--- config.mk ---
export PLATFORM = sky130hd
export DESIGN_NAME = wdog_supervisor
export DESIGN_NICKNAME = d
export VERILOG_FILES = /design/src/rtl/wdog_pkg.sv /design/src/rtl/wdog_cfg_reg.sv /design/src/rtl/wdog_timer.sv /design/src/rtl/wdog_steer.sv /design/src/rtl/wdog_supervisor.sv
export SDC_FILE = /design/constraint.sdc
export NUM_CORES = 1
export LEC_CHECK = 0
export CAP_MARGIN = 10
export CORE_MARGIN = 4
export CORE_UTILIZATION = 57
export DETAILED_ROUTE_END_ITERATION = 8
export DONT_BUFFER_PORTS = 1
export MAX_ROUTING_LAYER = met4
export PLACE_DENSITY = 0.75
export SYNTH_ARGS = -nofsm -noshare
export SYNTH_HDL_FRONTEND = slang
export SYNTH_SLANG_ARGS = --single-unit
--- constraint.sdc ---
create_clock -name clk -period 3 [get_ports clk]
set_clock_uncertainty 0.05 [all_clocks]
set_input_delay 0.6 -clock clk [delete_from_list [all_inputs] [get_ports clk]]
set_output_delay 0.6 -clock clk [all_outputs]
set_load 0.05 [all_outputs]
--- src/rtl/wdog_pkg.sv ---
// Shared field widths and the configuration byte type for the watchdog.
// Assumes an 8-bit byte: steering, multiplier and resolution code, MSB first.
package wdog_pkg;
    localparam int MULT_W = 5;
    localparam int RES_W  = 2;
    localparam int CFG_W  = 1 + MULT_W + RES_W;

    typedef struct packed {
        logic              steer;
        logic [MULT_W-1:0] mult;
        logic [RES_W-1:0]  res;
    } wd_cfg_t;
endpackage

--- src/rtl/wdog_cfg_reg.sv ---
// Holds the configuration byte.
// Assumes pwr_fail and clr_req are synchronous single-cycle or level requests.
// Writes are refused while a reset pulse is active or power has failed.
module wdog_cfg_reg
    import wdog_pkg::*;
(
    input  logic    clk,
    input  logic    rst_n,
    input  logic    wr_en,
    input  wd_cfg_t wr_data,
    input  logic    pwr_fail,
    input  logic    pulse_active,
    input  logic    clr_req,
    output wd_cfg_t cfg_q,
    output logic    wr_ok
);
    // A write is accepted only outside a reset pulse and a power failure
    assign wr_ok = wr_en && !pulse_active && !pwr_fail;

    // Register update: clear on power failure or reset-steered expiry, else load
    always_ff @(posedge clk) begin
        if (!rst_n)                 cfg_q <= '0;
        else if (pwr_fail || clr_req) cfg_q <= '0;
        else if (wr_ok)             cfg_q <= wr_data;
    end

    p_pwrfail_clears_r8: assert property (@(posedge clk) disable iff (!rst_n)
        pwr_fail |=> (cfg_q == '0));
    p_pulse_blocks_write_r6: assert property (@(posedge clk) disable iff (!rst_n)
        (pulse_active && !clr_req && !pwr_fail) |=> $stable(cfg_q));
endmodule

--- src/rtl/wdog_timer.sv ---
// Counts ticks since the last service and flags the expiring tick.
// Assumes tick is a one-cycle enable. The count stops after one expiry
// until the next accepted write.
module wdog_timer
    import wdog_pkg::*;
#(
    parameter int RES_STEP = 2,
    parameter int CNT_W    = MULT_W + ((1 << RES_W) - 1) * RES_STEP
) (
    input  logic    clk,
    input  logic    rst_n,
    input  logic    tick,
    input  wd_cfg_t cfg,
    input  logic    wr_ok,
    input  logic    pwr_fail,
    output logic    expire
);
    logic [CNT_W-1:0] cnt;
    logic [CNT_W-1:0] limit;
    logic             done;
    logic             armed;

    // Timeout length in ticks: multiplier scaled by 2^(code*RES_STEP)
    assign limit = CNT_W'(cfg.mult) << (int'(cfg.res) * RES_STEP);
    assign armed = (cfg.mult != '0) && !done;

    // Expiry on the tick that completes the period, unless serviced now
    assign expire = armed && tick && !wr_ok && !pwr_fail && (cnt == limit - CNT_W'(1));

    // Tick counter with one-shot stop after expiry
    always_ff @(posedge clk) begin
        if (!rst_n) begin
            cnt  <= '0;
            done <= 1'b0;
        end else if (wr_ok || pwr_fail) begin
            cnt  <= '0;
            done <= 1'b0;
        end else if (expire) begin
            cnt  <= '0;
            done <= 1'b1;
        end else if (armed && tick) begin
            cnt  <= cnt + CNT_W'(1);
        end
    end

    p_write_restarts_r4: assert property (@(posedge clk) disable iff (!rst_n)
        wr_ok |=> (cnt == '0));
    p_count_in_range_r2: assert property (@(posedge clk) disable iff (!rst_n)
        (cfg.mult != '0) |-> (cnt < limit));
endmodule

--- src/rtl/wdog_steer.sv ---
// Turns an expiry into either a fixed reset pulse or a held interrupt,
// and emits the one-cycle timeout flag.
// Assumes expire lasts a single cycle.
module wdog_steer #(
    parameter int RST_CYCLES = 6,
    parameter int PC_W       = $clog2(RST_CYCLES + 1)
) (
    input  logic clk,
    input  logic rst_n,
    input  logic expire,
    input  logic steer,
    input  logic wr_ok,
    input  logic pwr_fail,
    output logic pulse_active,
    output logic rst_out_n,
    output logic int_out_n,
    output logic flag
);
    logic [PC_W-1:0] pcnt;
    logic            int_q;

    // Reset pulse length counter
    always_ff @(posedge clk) begin
        if (!rst_n)                pcnt <= '0;
        else if (expire && steer)  pcnt <= PC_W'(RST_CYCLES);
        else if (pcnt != '0)       pcnt <= pcnt - PC_W'(1);
    end

    // Interrupt level: set on an interrupt-steered expiry, released by service
    always_ff @(posedge clk) begin
        if (!rst_n)                int_q <= 1'b0;
        else if (pwr_fail || wr_ok) int_q <= 1'b0;
        else if (expire && !steer) int_q <= 1'b1;
    end

    // Flag pulse, one cycle per expiry
    always_ff @(posedge clk) begin
        if (!rst_n) flag <= 1'b0;
        else        flag <= expire;
    end

    assign pulse_active = (pcnt != '0);
    assign rst_out_n    = !pulse_active;
    assign int_out_n    = !int_q;

    p_int_holds_r7: assert property (@(posedge clk) disable iff (!rst_n)
        (!int_out_n && !wr_ok && !pwr_fail) |=> !int_out_n);
    p_flag_single_r5: assert property (@(posedge clk) disable iff (!rst_n)
        flag |=> !flag);
endmodule

--- src/rtl/wdog_supervisor.sv ---
// Top of the steerable watchdog: configuration byte, tick timer and
// output steering.
// Assumes all inputs are synchronous to clk.
module wdog_supervisor
    import wdog_pkg::*;
#(
    parameter int RES_STEP   = 2,
    parameter int RST_CYCLES = 6
) (
    input  logic             clk,
    input  logic             rst_n,
    input  logic             tick,
    input  logic             cfg_wr,
    input  logic [CFG_W-1:0] cfg_wdata,
    input  logic             pwr_fail,
    output logic [CFG_W-1:0] cfg_rdata,
    output logic             wd_rst_n,
    output logic             wd_int_n,
    output logic             wd_flag
);
    localparam int CNT_W = MULT_W + ((1 << RES_W) - 1) * RES_STEP;

    wd_cfg_t cfg_q;
    logic    wr_ok;
    logic    expire;
    logic    pulse_active;

    wdog_cfg_reg u_cfg (
        .clk          (clk),
        .rst_n        (rst_n),
        .wr_en        (cfg_wr),
        .wr_data      (wd_cfg_t'(cfg_wdata)),
        .pwr_fail     (pwr_fail),
        .pulse_active (pulse_active),
        .clr_req      (expire && cfg_q.steer),
        .cfg_q        (cfg_q),
        .wr_ok        (wr_ok)
    );

    wdog_timer #(.RES_STEP(RES_STEP), .CNT_W(CNT_W)) u_tmr (
        .clk      (clk),
        .rst_n    (rst_n),
        .tick     (tick),
        .cfg      (cfg_q),
        .wr_ok    (wr_ok),
        .pwr_fail (pwr_fail),
        .expire   (expire)
    );

    wdog_steer #(.RST_CYCLES(RST_CYCLES)) u_str (
        .clk          (clk),
        .rst_n        (rst_n),
        .expire       (expire),
        .steer        (cfg_q.steer),
        .wr_ok        (wr_ok),
        .pwr_fail     (pwr_fail),
        .pulse_active (pulse_active),
        .rst_out_n    (wd_rst_n),
        .int_out_n    (wd_int_n),
        .flag         (wd_flag)
    );

    assign cfg_rdata = cfg_q;

    p_pulse_cfg_zero_r6: assert property (@(posedge clk) disable iff (!rst_n)
        !wd_rst_n |-> (cfg_rdata == '0));
    p_flag_needs_mult_r3: assert property (@(posedge clk) disable iff (!rst_n)
        wd_flag |-> ($past(cfg_rdata[CFG_W-2:RES_W]) != '0));
    p_service_blocks_timeout_r4: assert property (@(posedge clk) disable iff (!rst_n)
        (cfg_wr && !pulse_active && !pwr_fail) |=> !wd_flag);
endmodule

### Word-level counts from Yosys, hierarchy flattened

Cells that the tools add are included.

| storage, ports and cells | value |
|---|---|
| word-level logic and storage cells | 41 |
| bits of input ports | 13 |
| output and inout port bits | 11 |
| register bits after elaboration | 25 |

| operators by class | value |
|---|---|
| eq/ne operators | 1 |
| muxes and demuxes | 2 |
| add/subtract/negate cells | 3 |
| reductions and logical operators | 24 |
| shift-type cells | 1 |
| bitwise operators | 1 |

Operators with widths:

| kind | count |
|---|---|
| 11-bit by 1-bit adder with 11-bit output (second input constant) | 1 |
| 11-bit == test | 1 |
| 5-bit by 3-bit left shift with 11-bit output | 1 |
| 11-bit by 1-bit subtractor with 11-bit output (second input constant) | 1 |
| 1-bit logical AND | 9 |
| 1-bit zero test | 6 |
| 3-bit two-way mux | 2 |
| 2-bit OR reduction | 3 |
| 5-bit nonzero test | 1 |
| 3-bit nonzero test | 1 |
| 3-bit OR reduction | 1 |
| 3-bit by 1-bit subtractor with 3-bit output (second input constant) | 1 |
| 1-bit logical OR | 2 |
| 2-bit nonzero test | 1 |
| 1-bit inverter | 1 |

### Longest topological paths before layout

Gate-level depths: netlist of the first run.

| logic depth | value |
|---|---|
| depth in word-level cells | 11 |
| mapped depth | 12 |
| gate-level depth less buffers | 9 |

### By module

A second synthesis of the first run with hierarchy kept.

| unflattened totals | value |
|---|---|
| cell total of the unflattened synthesis | 244 |
| area, all modules | 2163.3 sq um |

By module, submodules not included:

| module | times used | cells each | area each (sq um) | seq. area each (sq um) |
|---|---|---|---|---|
| wdog_timer | 1 | 182 | 1463.9 | 240.2 |
| wdog_cfg_reg | 1 | 37 | 469.2 | 160.2 |
| wdog_steer | 1 | 24 | 224.0 | 100.1 |
| wdog_supervisor | 1 | 1 | 6.3 | 0.0 |

### Least setup slack after synthesis of the first run

No wires, ideal clock.

| timing path | value |
|---|---|
| kind | reg2reg |
| start | register, netlist name u_cfg.cfg_q[1] |
| end | register u_tmr.cnt[0] |
| library setup time | 115 ps |
| cell stages (with the launch flop) | 12 |
| arrival time | 3076 ps |
| setup slack | -241 ps |
| data required time | 2835 ps |
| path buffers | 2 |
| period minus slack after synthesis | 3241 ps |
| cell sequence | dfxtp_1 > buf_2 > nor3b_2 > inv_1 > ha_1 > o221ai_2 > or4_4 > a2111oi_4 > xor2_1 > o31ai_2 > buf_6 > nor2_2 |

| on the way | value |
|---|---|
| word-level cells in the longest chain between the ends | 5 |

RTL lines:

| what | RTL line | text |
|---|---|---|
| 5-bit by 3-bit left shift with 11-bit output | wdog_timer.sv:24 | `assign limit = CNT_W'(cfg.mult) << (int'(cfg.res) * RES_STEP);` |
| 11-bit by 1-bit subtractor with 11-bit output | wdog_timer.sv:28 | `assign expire = armed && tick && !wr_ok && !pwr_fail && (cnt == limit - CNT_W'(1));` |
| 11-bit == test | wdog_timer.sv:28 |  |
| 1-bit logical AND | wdog_timer.sv:28 |  |
| 3-bit OR reduction (no line) | -- |  |
| end signal, assigned | wdog_timer.sv:42 | `cnt <= cnt + CNT_W'(1);` |
| end, declared | wdog_timer.sv:18 | `logic [CNT_W-1:0] cnt;` |

No other way between the ends.
A chain may end at the register's enable or synchronous reset.

### Final worst setup path of the first run

| timing path | value |
|---|---|
| start | register, netlist name u_cfg.cfg_q[0] |
| end | register u_tmr.cnt[6] |

| on the way | value |
|---|---|
| word-level cells in the longest chain between the ends | 5 |

RTL lines:

| what | RTL line |
|---|---|
| 5-bit by 3-bit left shift with 11-bit output | wdog_timer.sv:24 |
| 11-bit by 1-bit subtractor with 11-bit output | wdog_timer.sv:28 |
| 11-bit == test | wdog_timer.sv:28 |
| 1-bit logical AND | wdog_timer.sv:28 |
| 3-bit OR reduction (no line) | -- |

No other way between the ends.

==> impl_metrics.yaml, run 1 <==
synth:
  netlist_area_um2: 1870
  synth_warnings: 0
  synth_edf_count: 0
  synth_top_area_cell: "dfxtp_1"
  post-synth-top-count-cell: "dfxtp_1"
  synth_area_leaders: "dfxtp_1, nor3b_2, mux2i_1, xnor2_1, xor2_1"
  yosysTopAreaCellShare_pct: 26.8
  avgSynthCellArea_um2: 9.21
  synthArstFlopShare_pct: 0
  syn_nets: 220
  synth-main-ff-cell: "dfxtp_1"
  synth_common_cells: "dfxtp_1, xnor2_1, xor2_1"
  ys_types: 58
  syn_inst: 203
  ys_seq_area_share_pct: 26.8
  synth.ff_latch_count: 25
final_layout:
  fin_util_pct: 64.8
  antenna_cells: 0
  nNetsFinal: 227
  area_growth_pct: 7.42
  drive_gt1_share_pct: 28.2
  stdcell_count: 253
routing:
  dr.first_iter.drc_count: 116
  drc: 0
  viasPerCell: 5.98
  first_pass_iters: 4
  vias: 1514
  drt.antenna.violating_nets: 0
  detail_route.wl_per_cell_um: 17.1
  wl_um: 4330
critical_path:
  criticalPathCategory: "reg -> reg"
  endpoint_kind: "register"
  cp_max_fo: 12
  arrival_ns: 3.01
  reg2reg_to: "u_tmr.cnt[6]"
  reg2reg_setup_slack_ns: 0.15
  cp.required_ns: 3.16
  startpoint_type: "register"
  rr_startpoint: "u_cfg.cfg_q[0]"
  reg2reg_depth: 9
min_path:
  whs_path_depth: 1
  min_to: "u_str.pcnt[0]"
  hp-class: "in -> reg"
  hp-start: "rst_n"
timing:
  tightest_slew_ns: 0.655
  fmax_ghz: 0.351
  period_needed_ns: 2.85
  finalSetupViolCount: 0
  rsz0062_at_grt: "no"
  slew_headroom_pct: 56.3
  hold_viol_final: 0
  final.setup.tns_ns: 0
  min_period_over_period_pct: 95.0
  finalMaxSlewViolations: 0
place:
  io_buffers: 0
  hpwlAfterDp_um: 3360
  gp_congestion: 0.911
  dp.cells: 248
clock_tree:
  cts_tree: "yes"
  cts_htree_levels: 1
  insertion_delay_ns: 0.30
  numCtsBuffers: 3
  cts.path.max_buffers: 2
  cts.sinks: 25
  cts_root_buf: "clkbuf_4"
  clkTransAtPathRegs_ns: 0.13
power_and_ir_drop:
  leakage_nw: 0.764
  powerDensity_nw_per_um2: 368
  peakVddDrop_mv: 0.289
  power_mw: 0.739
floorplanning:
  die_w_um: 65.3
  io_pins: 24
  start_util_pct: 60.3
  fp.dieH_um: 65.3
  core_um2: 3100
  rows: 20
  die_area_um2: 4260
global_routing:
  antenna_found_initial: 0
  grt_pass1_wl_um: 7070
  overflow: 0
  grt.total_usage_pct: 21.6
  grt_max_degree: 14
  grt_pass1_vias: 1482
status:
  outcome: "complete, no violations"
run:
  drv_cap: 0
-- logic make-up (layout without fill, tap and decap cells) --
kind of cell	after synthesis	count (layout)	share of synthesized area, %
flip-flops	25	25	26.8
buffers and inverters	26	32	7.42
AO/OA/AOI/OAI	37	37	17.9
multiplexers	13	13	7.69
AND/OR/NAND/NOR	73	73	25.1
XOR/XNOR	25	25	12.4
adder cells (fa/ha/maj)	4	4	2.68
-- registers in the layout (all words and copies together) (netlist names) --
register	cells
u_tmr.done	1
u_str.pcnt	3
u_str.flag	1
u_tmr.cnt	11
u_cfg.cfg_q	8
u_str.int_q	1
-- final cells by class --
class	count	area, um^2
flip-flops and latches	25	509
multi-input cells	152	1250
inverters	11	41.3
clock buffers	4	26.3
fillers	277	1090
well taps	44	55.1
repair buffers	17	128
-- critical path: stages (launching register included) --
cell       delay (ns)
dfxtp_4          0.42
buf_4            0.18
nand2b_1         0.20
o221ai_2         0.13
or4_4            0.57
a2111oi_4        0.47
xor2_1           0.16
o31ai_2          0.25
buf_4            0.25
nor2_1           0.08
-- cell usage in the layout, fill, tap and decap left out, types with 3 or more instances in the layout --
master / instances
a2111oi_2: 3
a21oi_1: 6
a31oi_1: 3
and3_1: 6
buf_4: 17
clkbuf_4: 3
dfxtp_1: 22
ha_1: 4
inv_1: 10
mux2i_1: 11
nand2_1: 11
nand3_1: 3
nand4_1: 5
nor2_1: 8
nor2_2: 11
nor3_1: 3
nor3b_2: 9
xnor2_1: 12
xor2_1: 12
-- metal layers --
layer	track usage, %	part of all wire [%]	up-vias
met5	-	0	-
met4	5.18	1.5	0
met3	3.42	5.2	6
met2	35.1	49	42
met1	28.1	44	723
li1	-	-	743
-- per-stage QoR --
stage          hold WS, ns  cell area (um^2)  worst slack, ns
2_1_floorplan        0.391              1880           0.0292
3_3_place_gp         0.403              1960           0.0998
3_5_place_dp         0.422              1960          -0.0392
4_1_cts              0.378              1990           0.0662
5_1_grt              0.362              2010          0.00122
6_report             0.381              2010            0.150
-- power by group --
group / switching, mW / internal [mW]
combinational: 0.143 / 0.0968
clock: 0.0916 / 0.0517
sequential: 0.0153 / 0.340
total: 0.250 / 0.489
-- how the worst max path moves through the flow --
stage,cells past startpoint,slack [ns],to,startpoint
after global placement,9,0.1,u_cfg.cfg_q[5],u_cfg.cfg_q[0]
after floorplan,11,0.03,u_cfg.cfg_q[5],u_cfg.cfg_q[2]
after global routing,9,0.001,u_tmr.cnt[6],u_cfg.cfg_q[0]
final,9,0.15,u_tmr.cnt[6],u_cfg.cfg_q[0]
after detailed placement,9,-0.04,u_cfg.cfg_q[5],u_cfg.cfg_q[0]
after CTS,10,0.07,u_cfg.cfg_q[5],u_cfg.cfg_q[0]
-- what timing repair did --
| action | in CTS | in global routing |
|---|---|---|
| resized for setup | 0 | 4 |
| pin swaps | 1 | 1 |
| endpoints found under the setup margin | 11 | 24 |
| setup buffers | 1 | 0 |
| hold buffers | 0 | 0 |
No activity file was read; power rests on OpenSTA's default activity.
==> inputs of run 2 (changes only) <==
- CAP_MARGIN: 10 -> 0
- CORE_UTILIZATION: 57 -> 60
- PLACE_DENSITY: 0.75 -> 0.76
- SYNTH_HIERARCHICAL: not set -> 1
- clock period: 3 -> 3.65 ns (I/O delays scaled with it)
==> run 2 against run 1 <==
  * Sequential share of layout area down 3.1 points
  * Routed wire length grew 7.8%
  * Sequential power down 17%
  * Core utilization increased by 1.2 points
  * Worst setup slack better by 0.10 ns
  * Hold slack better by 0.026 ns
  * Global-route usage increased by 0.82 points
  * Flip-flop and latch count is the same
  * Cell area rose by 12%
  * Clock power is 6% lower
  * Critical path depth rose by 1
  * Critical endpoint is now u_cfg/cfg_q[0]
  * Largest cell class unchanged
  * Largest power group unchanged
==> impl_metrics.yaml, run 2 <==
floorplanning:
  core_um2: 3420
  rows: 21
  fp.dieH_um: 68.0
  die_w_um: 68.0
  start_util_pct: 63.3
  die_area_um2: 4630
  io_pins: 24
final_layout:
  nNetsFinal: 261
  final_common_cell: "dfxtp_1"
  layout_common_cells: "dfxtp_1, buf_4, nor2_1, nand2_1, xnor2_1"
  antenna_cells: 0
  largest_reg_flops: 11
  top_regs: "u_tmr/cnt: 11 flops, u_cfg/cfg_q: 8 flops, u_str/pcnt: 3 flops"
  fin_area_um2: 2250
  drive_gt1_share_pct: 25.1
  max_flop_register: "u_tmr/cnt"
  stdcell_count: 289
  area_growth_pct: 4.22
critical_path:
  rr_startpoint: "u_cfg/cfg_q[4]"
  cp.required_ns: 3.83
  reg2reg_depth: 10
  startpoint_type: "register"
  cp_max_fo: 16
  arrival_ns: 3.58
  criticalPathCategory: "reg -> reg"
  endpoint_kind: "register"
  reg2reg_setup_slack_ns: 0.25
  crit_start: "u_cfg/cfg_q[4]"
place:
  placed_area_um2: 2220
  dp.cells: 285
  io_buffers: 0
  hpwlAfterDp_um: 3360
  gp_congestion: 0.886
  dp_slack_ns: 0.214
synth:
  synth_warnings: 6
  syn_inst: 244
  synth_edf_count: 0
  synth.ff_latch_count: 25
  avgSynthCellArea_um2: 8.87
  synth_top_area_cell: "dfxtp_1"
  ys_types: 66
  synth-main-ff-cell: "dfxtp_1"
  syn_nets: 261
  ys_seq_area_share_pct: 23.1
  yosysTopAreaCellShare_pct: 23.1
  post-synth-top-count-cell: "dfxtp_1"
  netlist_area_um2: 2160
  synthArstFlopShare_pct: 0
  synth_common_cells: "dfxtp_1, nor2_1, nand2_1"
  synth_area_leaders: "dfxtp_1, nor3_2, xnor2_1, mux2_2, and4bb_2"
timing:
  period_needed_ns: 3.40
  tightest_slew_ns: 0.583
  slew_headroom_pct: 61.0
  fmax_ghz: 0.294
  rsz0062_at_grt: "no"
  hold_viol_final: 0
  final.setup.tns_ns: 0
  finalMaxSlewViolations: 0
  fin_ws_ns: 0.254
  fin_hold_ws_ns: 0.407
  min_period_over_period_pct: 93.0
  finalSetupViolCount: 0
clock_tree:
  cts.path.max_buffers: 2
  cts.sinks: 25
  cts_tree: "yes"
  cts_root_buf: "clkbuf_4"
  hold_buffers: 0
  numCtsBuffers: 3
  cts_htree_levels: 1
  insertion_delay_ns: 0.34
  clkTransAtPathRegs_ns: 0.15
min_path:
  hp-class: "in -> reg"
  hp-start: "pwr_fail"
  whs_path_depth: 1
routing:
  vias: 1828
  first_pass_iters: 4
  drt.antenna.violating_nets: 0
  viasPerCell: 6.33
  detail_route.wl_per_cell_um: 16.2
  drc: 0
  dr.first_iter.drc_count: 168
  wl_um: 4670
power_and_ir_drop:
  powerDensity_nw_per_um2: 267
  leakage_nw: 0.828
  peakVddDrop_mv: 0.197
global_routing:
  overflow: 0
  grt_pass1_wl_um: 7700
  antenna_found_initial: 0
  grt_pass1_vias: 1676
  grt.total_usage_pct: 22.4
  grt_max_degree: 24
run:
  drv_cap: 0
status:
  outcome: "complete, no violations"
-- run 2: cells by family after synthesis --
group | count (synthesis) | synth area share (%)
buffers and inverters | 31 | 7.17
AO/OA/AOI/OAI | 45 | 15.7
adder cells (fa/ha/maj) | 4 | 2.31
multiplexers | 17 | 8.56
XOR/XNOR | 18 | 7.29
AND/OR/NAND/NOR | 104 | 35.8
flip-flops | 25 | 23.1
-- run 2: what timing repair did --
action	4_1_cts	5_1_grt
setup buffers	0	0
setup endpoints to repair	0	8
endpoints found under the hold margin	0	0
gates resized for setup	0	1
-- run 2: layout make-up --
class	instances	area, um^2
Clock buffer	3	22.5
Clock inverter	1	7.51
Fill cell	284	1160
Inverter	10	37.5
Multi-Input combinational cell	188	1510
Sequential cell	25	500
Tap cell	46	57.6
Timing Repair Buffer	16	120
-- run 2: path summary, 6_finish.rpt --
path,endpoint
setup / recovery,u_cfg/cfg_q[0]
hold / removal,u_str/int_q
setup reg to reg,u_cfg/cfg_q[0]
hold reg to reg,u_tmr/done
-- run 2: metrics by stage --
stage / total power [mW] / util, %
after floorplan: 0.445 / -
after global placement: 0.471 / 65.1
after detailed placement: 0.473 / 65.1
after CTS: 0.606 / 66.0
after global routing: 0.635 / 66.0
final: 0.602 / 66.0
-- run 2: layer usage --
metal  wire, um  track usage (%)  vias to the layer above
met3        223             5.09                        4
met1       2130             28.0                      875
met2       2280             36.0                       44
met5          0                -                        -
met4         46             6.70                        0
li1           -                -                      905
-- run 2: report_power, final --
group          total, mW  internal (mW)  switching, mW
Sequential         0.296          0.281         0.0153
Combinational      0.172         0.0722          0.100
Clock              0.134         0.0421         0.0919
-- run 2: critical path: stages (launching register included) --
cell and delay [ns]:
dfxtp_1 0.69, buf_4 0.32, mux2i_1 0.13, o21ai_0 0.27
o2bb2ai_1 0.21, o311a_1 0.25, nor2_1 0.07, nor4_2 0.41
and2_2 0.36, and4bb_2 0.26, mux2_1 0.29
==> inputs of run 3 (changes only) <==
- RECOVER_POWER: not set -> 25
==> run 3 against run 2 <==
  * Flip-flop and latch count did not move
  * Clock power barely moved
  * Largest cell class unchanged
  * Critical path depth did not move
  * Via count rose by 0.38%
  * Routed wire length fell by 0.49%
  * Power fell by 0.41%
  * Cell area fell by 0.50%
  * Highest routed layer unchanged
  * Non-clock buffer count did not move
  * Cell count did not move
  * Sequential power barely moved
  * Maximum frequency fell by 3.0%
==> impl_metrics.yaml, run 3 (synthesis gave the netlist of run 2 again) <==
floorplanning:
  die_w_um: 68.0
  core_um2: 3420
  rows: 21
  io_pins: 24
  fp.dieH_um: 68.0
  start_util_pct: 63.3
  die_area_um2: 4630
critical_path:
  cpPeakStageDelay_ns: 0.61
  crit_top_cell: "and4bb_2"
  arrival_ns: 3.68
  critPathSlowestCell: "dfxtp_1"
  crit_chain: "clkbuf_1 > or4_1 > nor2_1 > nor3b_2 > and4bb_2 > nand3_2 > nor4_2 > and2_2 > and4bb_2 > mux2_1"
  cp.required_ns: 3.83
  startpoint_type: "register"
  criticalPathCategory: "reg -> reg"
  cp_max_fo: 16
  endpoint_kind: "register"
global_routing:
  grt_max_degree: 24
  grt.total_usage_pct: 22.4
  grt_pass1_vias: 1676
  antenna_found_initial: 0
  overflow: 0
  grt_pass1_wl_um: 7700
timing:
  rsz0062_at_grt: "no"
  final.setup.tns_ns: 0
  hold_viol_final: 0
  tightest_slew_ns: 0.798
  min_period_over_period_pct: 95.9
  period_needed_ns: 3.50
  finalSetupViolCount: 0
  fin_hold_ws_ns: 0.411
  slew_headroom_pct: 46.8
  fmax_ghz: 0.286
  finalMaxSlewViolations: 0
final_layout:
  fillers: 289
  largest_reg_flops: 11
  drive_gt1_share_pct: 23.9
  layout_common_cells: "dfxtp_1, nor2_1, buf_4, nand2_1, xnor2_1"
  final_common_cell: "dfxtp_1"
  top_regs: "u_tmr/cnt: 11 flops, u_cfg/cfg_q: 8 flops, u_str/pcnt: 3 flops"
  antenna_cells: 0
  area_growth_pct: 3.70
  max_flop_register: "u_tmr/cnt"
  nNetsFinal: 261
clock_tree:
  cts_root_buf: "clkbuf_4"
  cts_htree_levels: 1
  hold_buffers: 0
  cts_tree: "yes"
  cts.sinks: 25
  cts.path.max_buffers: 2
  insertion_delay_ns: 0.34
  clkTransAtPathRegs_ns: 0.15
  numCtsBuffers: 3
routing:
  dr.first_iter.drc_count: 140
  viasPerCell: 6.35
  drt.antenna.violating_nets: 0
  wl_um: 4650
  detail_route.wl_per_cell_um: 16.1
  first_pass_iters: 4
  vias: 1835
  drc: 0
run:
  drv_cap: 0
min_path:
  hp-class: "in -> reg"
place:
  io_buffers: 0
  hpwlAfterDp_um: 3360
  gp_congestion: 0.886
power_and_ir_drop:
  leakage_nw: 0.815
  peakVddDrop_mv: 0.196
  powerDensity_nw_per_um2: 267
status:
  outcome: "complete, no violations"
==> run 3: cell types whose count changed in the layout (fill, tap and decap cells not counted) <==
| cell | change |
|---|---|
| buf_4 | -3 |
| clkbuf_1 | +3 |
==> run 3: cell type report <==
type	count	area, um^2	share of cell area, %
repair buffers	16	109	4.85
flip-flops and latches	25	500	22.3
clock buffers	3	22.5	1.00
well taps	46	57.6	2.57
inverters	10	37.5	1.67
multi-input cells	188	1510	67.3
clock inverters	1	7.51	0.335
==> run 3: worst paths after layout <==
check,start,end,slack [ns],cells past startpoint
min,pwr_fail,u_str/int_q,0.41,1
max reg2reg,u_cfg/cfg_q[3],u_cfg/cfg_q[0],0.15,10
min reg2reg,u_tmr/done,u_tmr/done,0.47,1
max,u_cfg/cfg_q[3],u_cfg/cfg_q[0],0.15,10
==> run 3: routing by layer <==
metal / vias up / wire length [um] / track usage (%)
met5: - / 0 / -
met4: 0 / 46 / 6.70
met3: 4 / 245 / 5.09
met2: 50 / 2250 / 36.0
met1: 877 / 2110 / 28.0
li1: 904 / - / -
==> run 3: what timing repair did <==
| action | in CTS | in global routing |
|---|---|---|
| setup buffers | 0 | 0 |
| resized for setup | 0 | 1 |
| setup endpoints to repair | 0 | 8 |
==> run 3: power by group <==
group          internal [mW]  total (mW)  switching (mW)
clock                 0.0420       0.133          0.0907
sequential             0.281       0.296          0.0155
combinational         0.0712       0.171          0.0998
total                  0.394       0.600           0.206
==> run 3: through the flow <==
stage | cell area, um^2 | instances | utilization [%] | power (mW) | setup slack, ns
after detailed placement | 2220 | 285 | 65.1 | 0.473 | 0.214
after CTS | 2250 | 289 | 66.0 | 0.606 | 0.177
after floorplan | 2160 | 244 | - | 0.445 | 0.0504
after global placement | 2220 | 285 | 65.1 | 0.471 | 0.303
after global routing | 2240 | 289 | 65.7 | 0.634 | 0.0141
final | 2240 | 289 | 65.7 | 0.600 | 0.151
==> run 3: worst max-delay path: cells and delay by family, from the launching register on <==
family                 cells  cell delay [ns]
flip-flops                 1             0.61
buffers and inverters      1             0.57
AND/OR/NAND/NOR            8             1.90
multiplexers               1             0.29
